[config.mk]
export PLATFORM = sky130hd
export DESIGN_NAME = dmem_wr_classify
export DESIGN_NICKNAME = d
export VERILOG_FILES = /design/src/rtl/dwc_pkg.sv /design/src/rtl/dwc_chunk_scan.sv /design/src/rtl/dwc_onehot_index.sv /design/src/rtl/dwc_classify.sv /design/src/rtl/dwc_payload.sv /design/src/rtl/dmem_wr_classify.sv
export SDC_FILE = /design/constraint.sdc
export NUM_CORES = 1
export LEC_CHECK = 0
export BUFFER_PORTS_ARGS = -buffer_cell sky130_fd_sc_hd__clkbuf_2
export CELL_PAD_IN_SITES_DETAIL_PLACEMENT = 1
export CELL_PAD_IN_SITES_GLOBAL_PLACEMENT = 2
export CORE_AREA = 5 5 506 508
export CTS_BUF_LIST = sky130_fd_sc_hd__clkbuf_2 sky130_fd_sc_hd__clkbuf_4 sky130_fd_sc_hd__clkbuf_8
export DETAILED_ROUTE_END_ITERATION = 8
export DIE_AREA = 0 0 511 513
export GPL_TIMING_DRIVEN = 1
export PLACE_DENSITY = 0.4
export SLEW_MARGIN = 20
export SYNTH_ARGS = -nofsm -noshare
export SYNTH_HDL_FRONTEND = slang
export SYNTH_SLANG_ARGS = --single-unit
[constraint.sdc]
create_clock -name clk_i -period 2.6 [get_ports clk_i]
set_input_delay 0.52 -clock clk_i [delete_from_list [all_inputs] [get_ports clk_i]]
set_output_delay 0.52 -clock clk_i [all_outputs]
set_load 0.01 [all_outputs]
[src/rtl/dwc_pkg.sv]
package dwc_pkg;

   typedef enum logic [1:0] {
      EV_FULL = 2'd0,
      EV_WORD = 2'd1,
      EV_ERR  = 2'd2,
      EV_LOAD = 2'd3
   } ev_kind_e;

endpackage

[src/rtl/dwc_chunk_scan.sv]
// Splits the bit mask into chunks and reports, per chunk, whether it is
// completely enabled and whether any bit in it is enabled.
module dwc_chunk_scan #(
   parameter int DATA_W  = 256,
   parameter int CHUNK_W = 32
) (
   input  logic [DATA_W-1:0]         mask_i,
   output logic [DATA_W/CHUNK_W-1:0] full_o,
   output logic [DATA_W/CHUNK_W-1:0] touch_o
);
   localparam int NCH = DATA_W / CHUNK_W;

   for (genvar g = 0; g < NCH; g++) begin : g_chunk
      logic [CHUNK_W-1:0] slice;
      assign slice      = mask_i[g*CHUNK_W +: CHUNK_W];
      assign full_o[g]  = &slice;
      assign touch_o[g] = |slice;
   end
endmodule

[src/rtl/dwc_onehot_index.sv]
// Encodes the position of a set bit and tells whether exactly one bit is set.
module dwc_onehot_index #(
   parameter int N     = 8,
   parameter int IDX_W = 3
) (
   input  logic [N-1:0]     vec_i,
   output logic [IDX_W-1:0] idx_o,
   output logic             single_o
);
   logic [N-1:0] vec_less;

   assign vec_less = vec_i - N'(1);
   assign single_o = (vec_i != '0) && ((vec_i & vec_less) == '0);

   always_comb begin
      idx_o = '0;
      for (int i = 0; i < N; i++) begin
         if (vec_i[i]) idx_o = idx_o | IDX_W'(i);
      end
   end
endmodule

[src/rtl/dwc_classify.sv]
// Chooses the event kind from the strobes and the per-chunk mask summary.
module dwc_classify
   import dwc_pkg::*;
#(
   parameter int NCH = 8
) (
   input  logic           wr_en_i,
   input  logic           rd_en_i,
   input  logic [NCH-1:0] full_i,
   input  logic [NCH-1:0] touch_i,
   input  logic           single_touch_i,
   output ev_kind_e       kind_o,
   output logic           valid_o,
   output logic           collide_o
);
   logic all_full;
   logic word_ok;

   assign all_full  = &full_i;
   assign word_ok   = single_touch_i && ((touch_i & ~full_i) == '0);
   assign valid_o   = wr_en_i | rd_en_i;
   assign collide_o = wr_en_i & rd_en_i;

   always_comb begin
      if (wr_en_i) begin
         if (all_full)     kind_o = EV_FULL;
         else if (word_ok) kind_o = EV_WORD;
         else              kind_o = EV_ERR;
      end else begin
         kind_o = EV_LOAD;
      end
   end
endmodule

[src/rtl/dwc_payload.sv]
// Builds the byte address, data and mask that go with a classified event.
module dwc_payload
   import dwc_pkg::*;
#(
   parameter int DATA_W  = 256,
   parameter int CHUNK_W = 32,
   parameter int ADDR_W  = 10,
   parameter int IDX_W   = 3,
   parameter int OFFS_W  = 5,
   parameter int CB_SH   = 2
) (
   input  ev_kind_e                kind_i,
   input  logic [IDX_W-1:0]        idx_i,
   input  logic [ADDR_W-1:0]       addr_i,
   input  logic [DATA_W-1:0]       wdata_i,
   input  logic [DATA_W-1:0]       wmask_i,
   input  logic [DATA_W-1:0]       rdata_i,
   output logic [ADDR_W+OFFS_W-1:0] baddr_o,
   output logic [DATA_W-1:0]       data_o,
   output logic [DATA_W-1:0]       mask_o
);
   logic [CHUNK_W-1:0] chunk;
   logic [OFFS_W-1:0]  offs;

   assign chunk = wdata_i[idx_i*CHUNK_W +: CHUNK_W];
   assign offs  = (kind_i == EV_WORD) ? (OFFS_W'(idx_i) << CB_SH) : '0;

   assign baddr_o = {addr_i, offs};

   always_comb begin
      unique case (kind_i)
         EV_WORD: data_o = DATA_W'(chunk);
         EV_LOAD: data_o = rdata_i;
         default: data_o = wdata_i;
      endcase
   end

   assign mask_o = (kind_i == EV_ERR) ? wmask_i : '0;
endmodule

[src/rtl/dmem_wr_classify.sv]
module dmem_wr_classify
   import dwc_pkg::*;
#(
   parameter int DATA_W  = 256,
   parameter int CHUNK_W = 32,
   parameter int ADDR_W  = 10
) (
   input  logic                      clk_i,
   input  logic                      rst_ni,
   input  logic                      wr_en_i,
   input  logic                      rd_en_i,
   input  logic [ADDR_W-1:0]         addr_i,
   input  logic [DATA_W-1:0]         wdata_i,
   input  logic [DATA_W-1:0]         wmask_i,
   input  logic [DATA_W-1:0]         rdata_i,
   output logic                      ev_valid_o,
   output logic [1:0]                ev_kind_o,
   output logic [ADDR_W+$clog2(DATA_W/8)-1:0] ev_addr_o,
   output logic [DATA_W-1:0]         ev_data_o,
   output logic [DATA_W-1:0]         ev_mask_o,
   output logic                      ev_collide_o
);
   localparam int NCH    = DATA_W / CHUNK_W;
   localparam int IDX_W  = (NCH > 1) ? $clog2(NCH) : 1;
   localparam int OFFS_W = $clog2(DATA_W / 8);
   localparam int CB_SH  = $clog2(CHUNK_W / 8);
   localparam int BA_W   = ADDR_W + OFFS_W;

   // elaboration-time parameter checks
   if (DATA_W % CHUNK_W != 0) begin : g_bad_div
      $error("DATA_W must be a multiple of CHUNK_W");
   end
   if (NCH < 2) begin : g_bad_nch
      $error("at least two chunks per line are needed");
   end
   if ((CHUNK_W % 8 != 0) || ((1 << CB_SH) != CHUNK_W / 8)) begin : g_bad_chunk
      $error("CHUNK_W must be a power-of-two number of bytes");
   end
   if ((1 << OFFS_W) != DATA_W / 8) begin : g_bad_line
      $error("DATA_W must be a power-of-two number of bytes");
   end
   if (ADDR_W < 1) begin : g_bad_addr
      $error("ADDR_W must be positive");
   end

   logic [NCH-1:0]    ch_full;
   logic [NCH-1:0]    ch_touch;
   logic [IDX_W-1:0]  ch_idx;
   logic              ch_single;
   ev_kind_e          kind_d;
   logic              valid_d;
   logic              collide_d;
   logic [BA_W-1:0]   addr_d;
   logic [DATA_W-1:0] data_d;
   logic [DATA_W-1:0] mask_d;

   dwc_chunk_scan #(
      .DATA_W  (DATA_W),
      .CHUNK_W (CHUNK_W)
   ) u_scan (
      .mask_i  (wmask_i),
      .full_o  (ch_full),
      .touch_o (ch_touch)
   );

   dwc_onehot_index #(
      .N     (NCH),
      .IDX_W (IDX_W)
   ) u_index (
      .vec_i    (ch_touch),
      .idx_o    (ch_idx),
      .single_o (ch_single)
   );

   dwc_classify #(
      .NCH (NCH)
   ) u_class (
      .wr_en_i        (wr_en_i),
      .rd_en_i        (rd_en_i),
      .full_i         (ch_full),
      .touch_i        (ch_touch),
      .single_touch_i (ch_single),
      .kind_o         (kind_d),
      .valid_o        (valid_d),
      .collide_o      (collide_d)
   );

   dwc_payload #(
      .DATA_W  (DATA_W),
      .CHUNK_W (CHUNK_W),
      .ADDR_W  (ADDR_W),
      .IDX_W   (IDX_W),
      .OFFS_W  (OFFS_W),
      .CB_SH   (CB_SH)
   ) u_payload (
      .kind_i  (kind_d),
      .idx_i   (ch_idx),
      .addr_i  (addr_i),
      .wdata_i (wdata_i),
      .wmask_i (wmask_i),
      .rdata_i (rdata_i),
      .baddr_o (addr_d),
      .data_o  (data_d),
      .mask_o  (mask_d)
   );

   always_ff @(posedge clk_i or negedge rst_ni) begin
      if (!rst_ni) begin
         ev_valid_o   <= 1'b0;
         ev_collide_o <= 1'b0;
         ev_kind_o    <= EV_FULL;
         ev_addr_o    <= '0;
         ev_data_o    <= '0;
         ev_mask_o    <= '0;
      end else begin
         ev_valid_o   <= valid_d;
         ev_collide_o <= collide_d;
         if (valid_d) begin
            ev_kind_o <= kind_d;
            ev_addr_o <= addr_d;
            ev_data_o <= data_d;
            ev_mask_o <= mask_d;
         end
      end
   end
endmodule

==> out/results.tsv <==
metric	value	unit
seq_area_frac_synth	53.1	%
r2r_cells	3	
crit_slowest_cell	or4b_4	
netlist_area	0.0249	mm^2
multi_input_area	0.0117	mm^2
synth_top_area_share	53.1	%
h-tree-depth	3	
clock_skew	0	ps
holdPathStages	3	
drive_above_1_share	43.9	%
finalSetupViolCount	517	
nNetsFinal	5727	
drc	0	
path_max_fanout	6	
max_freq	317	MHz
grt_max_degree	107	
hold_class	in2reg	
min_to	ev_data_o[81]	
pre_cts_ws	-1640	ps
io_buffers	1310	
clock_path_buffers	3	
row_count	184	
vias	32200	
grt_overflow	0	
clk_pin_slew	60	ps
hpwl	198000	um
worst_slack	-553	ps
cts_sinks	529	
yosysTopAreaCell	dfrtp_1	
worst_pin_slew	827	ps
timing_worst_setup_path_type	in2reg	
grt_antenna_before_repair	108	
holdWs	134	ps
synth_warnings	0	
peakVddDrop	475	uV
yosys_most_used_dff	dfrtp_1	
routedWlPerCell	29.6	um
die_x	511	um
n_fill_cell	29100	
cp_slowest_stage_delay	530	ps
rsz0062_at_grt	yes	
cp-startpoint	wmask_i[47]	
cpMostUsedCell	buf_12	
syn_area_per_cell	10.5	um^2
cp.buffers_inverters	6	
rr_startpoint	ev_data_o[33]	
clock-root-buffer	clkbuf_8	
place_area	0.0395	mm^2
arrival	3900	ps
synth.distinct_cells	45	
hold_start	wdata_i[81]	
track_usage	18.0	%
layout.area.seq	0.0132	mm^2
crit_path_end_kind	register	
syn_inst	2368	
insertion_delay	880	ps
synth_area_leaders	dfrtp_1 53%, mux2i_1 12%, a22o_1 9.1%	
dr.pass1.iters	7	
synthTopCellsByCount	529 x dfrtp_1, 455 x nand2_1, 290 x mux2i_1, 259 x a22o_1, 229 x o22ai_1	
cap_violations	0	
rrSetupSlack	1310	ps
violations	negative setup slack	
maxSlewViolCount	0	
die_h	513	um
finalCritPeriodShare	121	%
stdcell_area	0.0527	mm^2
cts_tree	built	
max_slew_margin	44.4	%
syn_to_final_growth	111	%
startpoint_type	input pin	
p_leak	25.1	nW
grt_pass1_wl	327000	um
initial_core_util	9.95	%
postRouteAntennaNets	0	
drt-total-wl	249000	um
synth-edff-count	0	
critPathTopFamily	simple AND/OR/NAND/NOR gates	
min_period	3150	ps
core	0.251	mm^2
powerDensity	503	mW/mm^2
worstPathRequired	3340	ps
place_congestion	0.864	
design.die.area	0.262	mm^2
status	finished, violations left	
synth-seq-cells	529	
path_cells	buf_8, nor4_4, nand4_1, buf_4, nor4_4, buf_4, or4b_4, or3_4, a21oi_4, buf_12, buf_12, nor2b_4, buf_12, a221o_1	
grt_pass1_vias	34700	
boundaryPins	1313	
timing.rr.end	ev_data_o[33]	
vias_per_cell	3.82	
cts_made_buffers	117	
async_flop_share	100	%
synth_most_common_cell	dfrtp_1	
drtIter0Drc	1927	
hold_viol_final	0	
## cell type report
class | count | area share (%)
well taps | 3348 | 7.95
clock inverters | 20 | 0.546
clock buffers | 185 | 4.37
flip-flops and latches | 529 | 25.1
multi-input cells | 1628 | 22.2
repair buffers | 2668 | 39.6
inverters | 1 | 0.00713
diodes | 37 | 0.176
## kinds of logic (layout without fill, tap and decap cells)
| group | count (synthesis) | count (layout) | share of synthesized area [%] |
|---|---|---|---|
| XOR/XNOR | 1 | 1 | 0.0351 |
| other | 1 | 39 | 0.0150 |
| AND/OR/NAND/NOR | 765 | 765 | 14.1 |
| multiplexers | 291 | 291 | 11.7 |
| flip-flops | 529 | 529 | 53.1 |
| buffers and inverters | 212 | 2874 | 3.36 |
| AO/OA/AOI/OAI | 569 | 569 | 17.7 |
## repair_timing
item                       4_1_cts  5_1_grt
hold endpoints to repair       838        0
buffers inserted                32       10
setup endpoints to repair      517      517
cloned                          38       13
resized for setup              100      143
pin swaps                       19       77
hold buffers                   777        0
## registers in the layout (all words and copies together), names as in the netlist
name and count:
ev_data_o 256, ev_mask_o 256, ev_addr_o 13, ev_kind_o 2, ev_collide_o 1, ev_valid_o 1
## layout by cell type, fill, tap and decap left out, types with 4 or more instances in the layout
cell type and n:
a221o_1 28, a22o_1 259, a31oi_1 6, a32o_1 4, a32oi_1 28, and3_1 28, and4_1 4, buf_12 72
buf_16 37, buf_4 432, buf_6 19, buf_8 15, bufbuf_16 5, clkbuf_16 11, clkbuf_2 1298, clkbuf_4 39
clkbuf_8 147, clkinv_2 10, dfrtp_1 529, diode_2 37, dlygate4sd3_1 777, mux2i_1 276, mux2i_2 4, mux2i_4 10
nand2_1 453, nand3_1 59, nand4_1 80, nor2_1 35, nor2_4 4, nor4_1 66, nor4_2 10, nor4_4 8
o22ai_1 169, o22ai_2 56, o22ai_4 4, or2_2 4
## metal layers
layer | vias up | GRT usage [%] | routed length, um
met2 | 1279 | 29.2 | 114000
li1 | 14200 | - | -
met1 | 16300 | 24.2 | 114000
met5 | - | 0 | 592
met3 | 279 | 5.01 | 17600
met4 | 98 | 2.88 | 3830
## power by group
| part | total [mW] | internal [mW] | switching, mW |
|---|---|---|---|
| sequential | 9.38 | 8.92 | 0.464 |
| combinational | 6.36 | 2.96 | 3.40 |
| clock | 10.8 | 5.94 | 4.83 |
| total | 26.5 | 17.8 | 8.69 |
## worst reg2reg max path: stages, from the launching register on
cell and delay, ps:
dfrtp_1 400, mux2i_1 120, dlygate4sd3_1 560, o22ai_1 70
## per-stage QoR
step / setup TNS (ps) / cells / power (mW) / util (%)
2_1_floorplan: -284650 / 2369 / 11.0 / -
3_3_place_gp: -810940 / 7310 / 14.5 / 15.7
3_5_place_dp: -791350 / 7310 / 14.6 / 15.7
4_1_cts: -152140 / 8361 / 27.1 / 20.6
5_1_grt: -245210 / 8394 / 27.8 / 21.0
6_report: -239460 / 8416 / 26.5 / 21.0
## worst max path at each step
stage	cells after the start	slack, ps	to
detailed placement	16	-1640	ev_data_o[6]
CTS	15	-380	ev_data_o[9]
finish	14	-550	ev_data_o[9]
global route	16	-540	ev_mask_o[41]
global placement	16	-1710	ev_data_o[6]
floorplan	10	-630	ev_data_o[13]
Power figures use the tool's default switching activity.
